$ cat src/rtl/nrp_pkg.sv
package nrp_pkg;
  localparam int EA_W   = 21;
  localparam int BA_W   = EA_W + 2;
  localparam int WORD_W = 32;

  typedef enum logic [1:0] {
    MW_8   = 2'b00,
    MW_16  = 2'b01,
    MW_32  = 2'b10,
    MW_32X = 2'b11
  } mem_width_e;

  typedef logic [EA_W-1:0]   line_t;
  typedef logic [WORD_W-1:0] word_t;

  // number of narrow reads needed for one word
  function automatic logic [2:0] piece_count(mem_width_e w);
    case (w)
      MW_8:    return 3'd4;
      MW_16:   return 3'd2;
      default: return 3'd1;
    endcase
  endfunction

  // word index -> external line address of piece idx (top bits fall off)
  function automatic line_t piece_line(line_t widx, mem_width_e w, logic [1:0] idx);
    case (w)
      MW_8:    return {widx[EA_W-3:0], idx};
      MW_16:   return {widx[EA_W-2:0], idx[0]};
      default: return widx;
    endcase
  endfunction

  // place piece idx of the bus into its lane, little-endian always
  function automatic word_t merge_lane(word_t acc, word_t bus, mem_width_e w, logic [1:0] idx);
    word_t r;
    r = acc;
    case (w)
      MW_8:    r[8*idx +: 8]     = bus[7:0];
      MW_16:   r[16*idx[0] +: 16] = bus[15:0];
      default: r = bus;
    endcase
    return r;
  endfunction
endpackage

$ cat src/rtl/nrp_seq.sv
module nrp_seq
  import nrp_pkg::*;
#(
  parameter int RD_LAT = 3
) (
  input  logic       clk,
  input  logic       rst_n,
  input  logic       req_valid,
  input  mem_width_e width_in,
  output logic       req_ready,
  output logic       accept,
  output mem_width_e width_q,
  output logic [1:0] piece_idx,
  output logic       mem_rd,
  output logic       in_wait,
  output logic       capture,
  output logic       rsp_valid
);
  localparam int CW = (RD_LAT > 1) ? $clog2(RD_LAT) : 1;
  localparam logic [CW-1:0] LAT_M1 = CW'(RD_LAT - 1);

  typedef enum logic [1:0] {S_IDLE, S_ISSUE, S_WAIT, S_DONE} st_e;
  st_e           st;
  logic [CW-1:0] lat_cnt;
  logic          last_piece;

  assign req_ready  = (st == S_IDLE);
  assign accept     = req_ready && req_valid;
  assign mem_rd     = (st == S_ISSUE);
  assign in_wait    = (st == S_WAIT);
  assign capture    = in_wait && (lat_cnt == LAT_M1);
  assign rsp_valid  = (st == S_DONE);
  assign last_piece = (({1'b0, piece_idx} + 3'd1) == piece_count(width_q));

  always_ff @(posedge clk) begin
    if (!rst_n) begin
      st        <= S_IDLE;
      lat_cnt   <= '0;
      piece_idx <= '0;
      width_q   <= MW_32;
    end else begin
      case (st)
        S_IDLE: if (req_valid) begin
          width_q   <= width_in;
          piece_idx <= '0;
          st        <= S_ISSUE;
        end
        S_ISSUE: begin
          lat_cnt <= '0;
          st      <= S_WAIT;
        end
        S_WAIT: begin
          if (lat_cnt == LAT_M1) begin
            if (last_piece) st <= S_DONE;
            else begin
              piece_idx <= piece_idx + 2'd1;
              st        <= S_ISSUE;
            end
          end else begin
            lat_cnt <= lat_cnt + 1'b1;
          end
        end
        default: st <= S_IDLE;
      endcase
    end
  end

  a_r8_strobe_single: assert property (@(posedge clk) disable iff (!rst_n)
    mem_rd |=> !mem_rd);
  a_r8_valid_pulse: assert property (@(posedge clk) disable iff (!rst_n)
    rsp_valid |=> !rsp_valid);
  a_r9_busy_after_accept: assert property (@(posedge clk) disable iff (!rst_n)
    accept |=> !req_ready);
endmodule

$ cat src/rtl/nrp_addr_gen.sv
module nrp_addr_gen
  import nrp_pkg::*;
(
  input  logic       clk,
  input  logic       rst_n,
  input  logic       load,
  input  line_t      word_idx_in,
  input  mem_width_e width,
  input  logic [1:0] piece_idx,
  output line_t      mem_addr
);
  line_t widx_q;

  always_ff @(posedge clk) begin
    if (!rst_n)    widx_q <= '0;
    else if (load) widx_q <= word_idx_in;
  end

  assign mem_addr = piece_line(widx_q, width, piece_idx);
endmodule

$ cat src/rtl/nrp_lane_pack.sv
module nrp_lane_pack
  import nrp_pkg::*;
(
  input  logic       clk,
  input  logic       rst_n,
  input  logic       clear,
  input  logic       capture,
  input  word_t      bus,
  input  mem_width_e width,
  input  logic [1:0] piece_idx,
  output word_t      word
);
  always_ff @(posedge clk) begin
    if (!rst_n)       word <= '0;
    else if (clear)   word <= '0;
    else if (capture) word <= merge_lane(word, bus, width, piece_idx);
  end

  a_r4_clear_on_accept: assert property (@(posedge clk) disable iff (!rst_n)
    clear |=> (word == '0));
  a_r10_hold_between: assert property (@(posedge clk) disable iff (!rst_n)
    (!clear && !capture) |=> $stable(word));
endmodule

$ cat src/rtl/nrw_rom_packer.sv
module nrw_rom_packer
  import nrp_pkg::*;
#(
  parameter int RD_LAT = 3
) (
  input  logic        clk,
  input  logic        rst_n,
  input  logic        req_valid,
  output logic        req_ready,
  input  logic [22:0] req_addr,
  input  logic [1:0]  width_sel,
  input  logic        sys_big_endian,
  output logic        rsp_valid,
  output logic [31:0] rsp_data,
  output logic        mem_rd,
  output logic [20:0] mem_addr,
  input  logic [31:0] mem_data
);
  logic       accept, in_wait, capture;
  logic [1:0] piece_idx;
  mem_width_e width_q;
  logic [2:0] unused_inputs;

  // endianness and sub-word offset do not steer anything
  assign unused_inputs = {sys_big_endian, req_addr[1:0]};

  nrp_seq #(.RD_LAT(RD_LAT)) seq_i (
    .clk(clk), .rst_n(rst_n), .req_valid(req_valid),
    .width_in(mem_width_e'(width_sel)), .req_ready(req_ready),
    .accept(accept), .width_q(width_q), .piece_idx(piece_idx),
    .mem_rd(mem_rd), .in_wait(in_wait), .capture(capture),
    .rsp_valid(rsp_valid)
  );

  nrp_addr_gen addr_i (
    .clk(clk), .rst_n(rst_n), .load(accept),
    .word_idx_in(req_addr[BA_W-1:2]), .width(width_q),
    .piece_idx(piece_idx), .mem_addr(mem_addr)
  );

  nrp_lane_pack pack_i (
    .clk(clk), .rst_n(rst_n), .clear(accept), .capture(capture),
    .bus(mem_data), .width(width_q), .piece_idx(piece_idx),
    .word(rsp_data)
  );

  // strobes seen since the last accept, for the read-count property
  logic [2:0] rd_seen;
  always_ff @(posedge clk) begin
    if (!rst_n)      rd_seen <= '0;
    else if (accept) rd_seen <= '0;
    else if (mem_rd) rd_seen <= rd_seen + 3'd1;
  end

  a_r8_addr_stable: assert property (@(posedge clk) disable iff (!rst_n)
    in_wait |-> $stable(mem_addr));
  a_r2_read_count: assert property (@(posedge clk) disable iff (!rst_n)
    rsp_valid |-> (rd_seen == piece_count(width_q)));
  a_r9_no_strobe_idle: assert property (@(posedge clk) disable iff (!rst_n)
    mem_rd |-> !req_ready);
endmodule

$ cat config.mk
export PLATFORM = sky130hd
export DESIGN_NAME = nrw_rom_packer
export DESIGN_NICKNAME = d
export VERILOG_FILES = /design/src/rtl/nrp_pkg.sv /design/src/rtl/nrp_seq.sv /design/src/rtl/nrp_addr_gen.sv /design/src/rtl/nrp_lane_pack.sv /design/src/rtl/nrw_rom_packer.sv
export SDC_FILE = /design/constraint.sdc
export NUM_CORES = 1
export LEC_CHECK = 0
export CORE_MARGIN = 2
export CORE_UTILIZATION = 45
export CTS_BUF_LIST = sky130_fd_sc_hd__clkbuf_2
export CTS_CLUSTER_DIAMETER = 80
export DETAILED_ROUTE_END_ITERATION = 10
export PLACE_DENSITY = 0.77
export SYNTH_ARGS = -nofsm -noshare
export SYNTH_HDL_FRONTEND = slang
export SYNTH_HIERARCHICAL = 1
export SYNTH_SLANG_ARGS = --single-unit
$ cat constraint.sdc
create_clock -name clk -period 4.24 [get_ports clk]
set_clock_uncertainty 0.05 [all_clocks]
set_input_delay 1.06 -clock clk [delete_from_list [all_inputs] [get_ports clk]]
set_output_delay 1.06 -clock clk [all_outputs]
set_load 0.01 [all_outputs]
==> reports/metrics.csv <==
stage,metric,value,unit
status,status,finished clean,
finish,net count reported at finish,618,
timing,number of hold violations in the final report,0,
yosys,Synth Area in XOR/XNOR,0,
cts,hold-fix buffer count after cts,0,
die,number of top-level pins,117,
drt,number of DRC violations after detailed routing,0,
power,Leakage Power,0.00173,uW
cts,Post-CTS Setup Repair Bufs,0,
die,starting density of the core,0.458,
finish,"commonest non-fill, non-tap cell in the layout",sky130_fd_sc_hd__clkdlybuf4s50_1,
yosys,dominant cell type by area after synthesis,sky130_fd_sc_hd__dfxtp_1,
yosys,combinational family with the most area after synthesis,compound AO/OA/AOI/OAI gates,
finish,"commonest cells after routing, fill and taps aside","113 x sky130_fd_sc_hd__clkdlybuf4s50_1, 59 x sky130_fd_sc_hd__dfxtp_1, 58 x sky130_fd_sc_hd__mux2i_1, 49 x sky130_fd_sc_hd__nand2_1, 35 x sky130_fd_sc_hd__nor2b_1",
yosys,post-synthesis cell type count,46,
finish,final antenna diode count,0,
drt,Via density,5.83,
finish,area overhead of the layout relative to synthesis,30.6,%
yosys,mux share of post-synthesis cell area,0.150,
cts,Root Buffer,sky130_fd_sc_hd__clkbuf_2,
worst_setup_path,Max Fanout on Critical Path,43,
hold_path,class of the tightest hold or removal check,reg -> reg,
grt,first-pass GRT wire length,18.3,mm
placed_design,worst slack at placement,1340,ps
die,standard-cell rows,34,
cts,H-tree levels,3,
yosys,mean cell area of the mapped netlist,8.50,sq um
worst_setup_path,startpoint types,flop,
cts,post-cts repair resize count,0,
drt,vias after detailed routing,3867,
cts,buffer levels on the longest clock path,2,
die,Vert. Die Dim,97.5,um
cts,Clock Sinks,61,
worst_setup_path,arrival time worst endpoint,2280,ps
drt,DRT Pass-1 Iters,5,
die,Die Area,9510,sq um
yosys,Yosys warning count,6,
drt,DRT Wirelength,11.1,mm
yosys,synthesized area,3940,sq um
yosys,"share of synthesized cell area in full adder, half adder and majority cells",0.0223,
placed_design,routability congestion estimate from global placement,0.888,
timing,total negative setup slack,0,ps
cts,TritonCTS clock tree,done,
timing,total setup violations reported at the end of the flow,0,
timing,max-slew violation count,0,
worst_setup_path,WS Path Type,reg -> out,
die,die width,97.5,um
finish,fin util,0.598,
drt,Iteration-0 DRC Markers,341,
drt,Routed WL per cell,16.8,um
power,worst IR drop on VDD,0.000131,V
timing,max_slew headroom,0.272,
yosys,syn_nets,531,
timing,final worst-path cycle share,0.799,
worst_setup_path,capturing element type of the critical path,output pin,
job,total of max-cap violations,0,
grt,global route total overflow,0,
cts,Inserted Clock Buffers,9,
worst_setup_path,required time at the endpoint of the critical path,3130,ps
yosys,sequential area share after synthesis,0.310,
yosys,"synthesized-area fraction occupied by ao, oa, aoi and oai cells",0.234,
yosys,cells taking the most area after synthesis,"sky130_fd_sc_hd__dfxtp_1 31%, sky130_fd_sc_hd__mux2i_1 15%, sky130_fd_sc_hd__nor2b_1 5.7%",
timing,Final Worst Setup Slack,854,ps
drt,number of nets still failing antenna checks after routing,0,
yosys,share of Yosys cell area claimed by the top area cell type,0.310,
cts,clock-pin transition on the worst setup and hold timing paths,200,ps
die,area inside the core boundary,8590,sq um
grt,initial antenna violation count,0,
cts,clk_lat worst skew,530,ps
finish,fraction of final layout cells sized beyond drive strength 1,0.0595,
grt,via count of the first global-routing pass,3688,
timing,Max Fclk,0.295,GHz
grt,pin count of the biggest net entering global routing,52,
power,total power divided by cell area,256,nW/um^2
timing,setup repair after global routing missed its margin,false,
placed_design,Port-buffer cells,113,
yosys,number of cells produced by synthesis,463,
yosys,simple-gate share of the synthesized area,0.212,
timing,Period minus WS final,3390,ps
grt,total global-route track usage,0.231,
timing,slew of the pin with the lowest slew margin,1090,ps
yosys,post-synthesis sequential element count,61,
placed_design,half-perimeter wire length of the detailed placement result,7.40,mm
[through the flow]
| stage | power (uW) | std cells | hold WS, ps | instance area [sq um] |
|---|---|---|---|---|
| after global placement | 902 | 647 | 405 | 5010 |
| final | 1320 | 663 | 436 | 5140 |
| after CTS | 1320 | 663 | 430 | 5140 |
| after detailed placement | 908 | 647 | 408 | 5010 |
| after global routing | 1380 | 663 | 460 | 5140 |
| after floorplan | 787 | 463 | 432 | 3940 |
[where the power goes]
part / leakage [uW] / switching, uW / internal (uW)
sequential: 0.000496 / 34.5 / 593
clock: 0.0000777 / 228 / 191
combinational: 0.00116 / 127 / 145
[worst paths after layout]
| kind | start | endpoint | slack (ps) | depth (start not counted) |
|---|---|---|---|---|
| worst max-delay path | seq_i/width_q[1] | mem_addr[0] | 850 | 2 |
| worst min-delay path | pack_i/word[3] | pack_i/word[3] | 440 | 2 |
| worst max register to register | seq_i/piece_idx[0] | pack_i/word[9] | 1760 | 6 |
| worst min register to register | pack_i/word[3] | pack_i/word[3] | 440 | 2 |
[kinds of logic after synthesis]
kind of cell / Yosys count
and+or+nand+nor: 146
AOI/OAI and AO/OA: 139
DFF: 61
muxes: 59
buffers and inverters: 51
adders and majority gates: 7
[critical path, cell delays in order, from the launching register on]
cell and delay [ps]:
sky130_fd_sc_hd__dfxtp_2 820, sky130_fd_sc_hd__mux2_2 410, sky130_fd_sc_hd__clkdlybuf4s50_1 520
[area by class of cell]
| class | instances | area (sq um) |
|---|---|---|
| multi-input cells | 351 | 2440 |
| repair buffers | 120 | 1180 |
| clock inverters | 7 | 90.1 |
| clock buffers | 9 | 45.0 |
| flip-flops and latches | 61 | 1220 |
| well taps | 108 | 135 |
| inverters | 7 | 26.3 |
| fillers | 748 | 3450 |
[flip-flops by register name, indices dropped and copies added (netlist names)]
register,flops
seq_i/piece_idx,2
addr_i/widx_q,21
pack_i/word,32
seq_i/lat_cnt,2
seq_i/st,2
seq_i/width_q,2
[synthesized netlist by cell type, drive strengths merged]
master and number:
dfxtp 61, a31oi 10, nor4b 10, nand3 19
a21oi 14, nor2 6, nand4b 8, and2 3
a41oi 15, a21boi 1, mux2i 58, or3b 1
nand2 49, o22ai 15, a2bb2oi 2, buf 21
mux2 1, a41o 1, o31ai 1, a211o 1
o21ai 53, nand4 1, o21a 9, o211ai 8
nor3 2, o211a 7, nor4bb 1, o31a 1
nor3b 1, clkbuf 23, nand3b 3, nor2b 36
or4b 1, inv 7, ha 7, nand2b 5
o2111a 1
[routing by layer]
metal	track usage	part of all wire	wire length [um]	vias up
li1	-	-	-	1874
met1	0.324	0.45	5010	1803
met2	0.348	0.45	5020	176
met3	0.0511	0.085	941	14
met4	0.0855	0.014	153	0
met5	0	0	0	-
No activity file was read; power rests on OpenSTA's default activity.
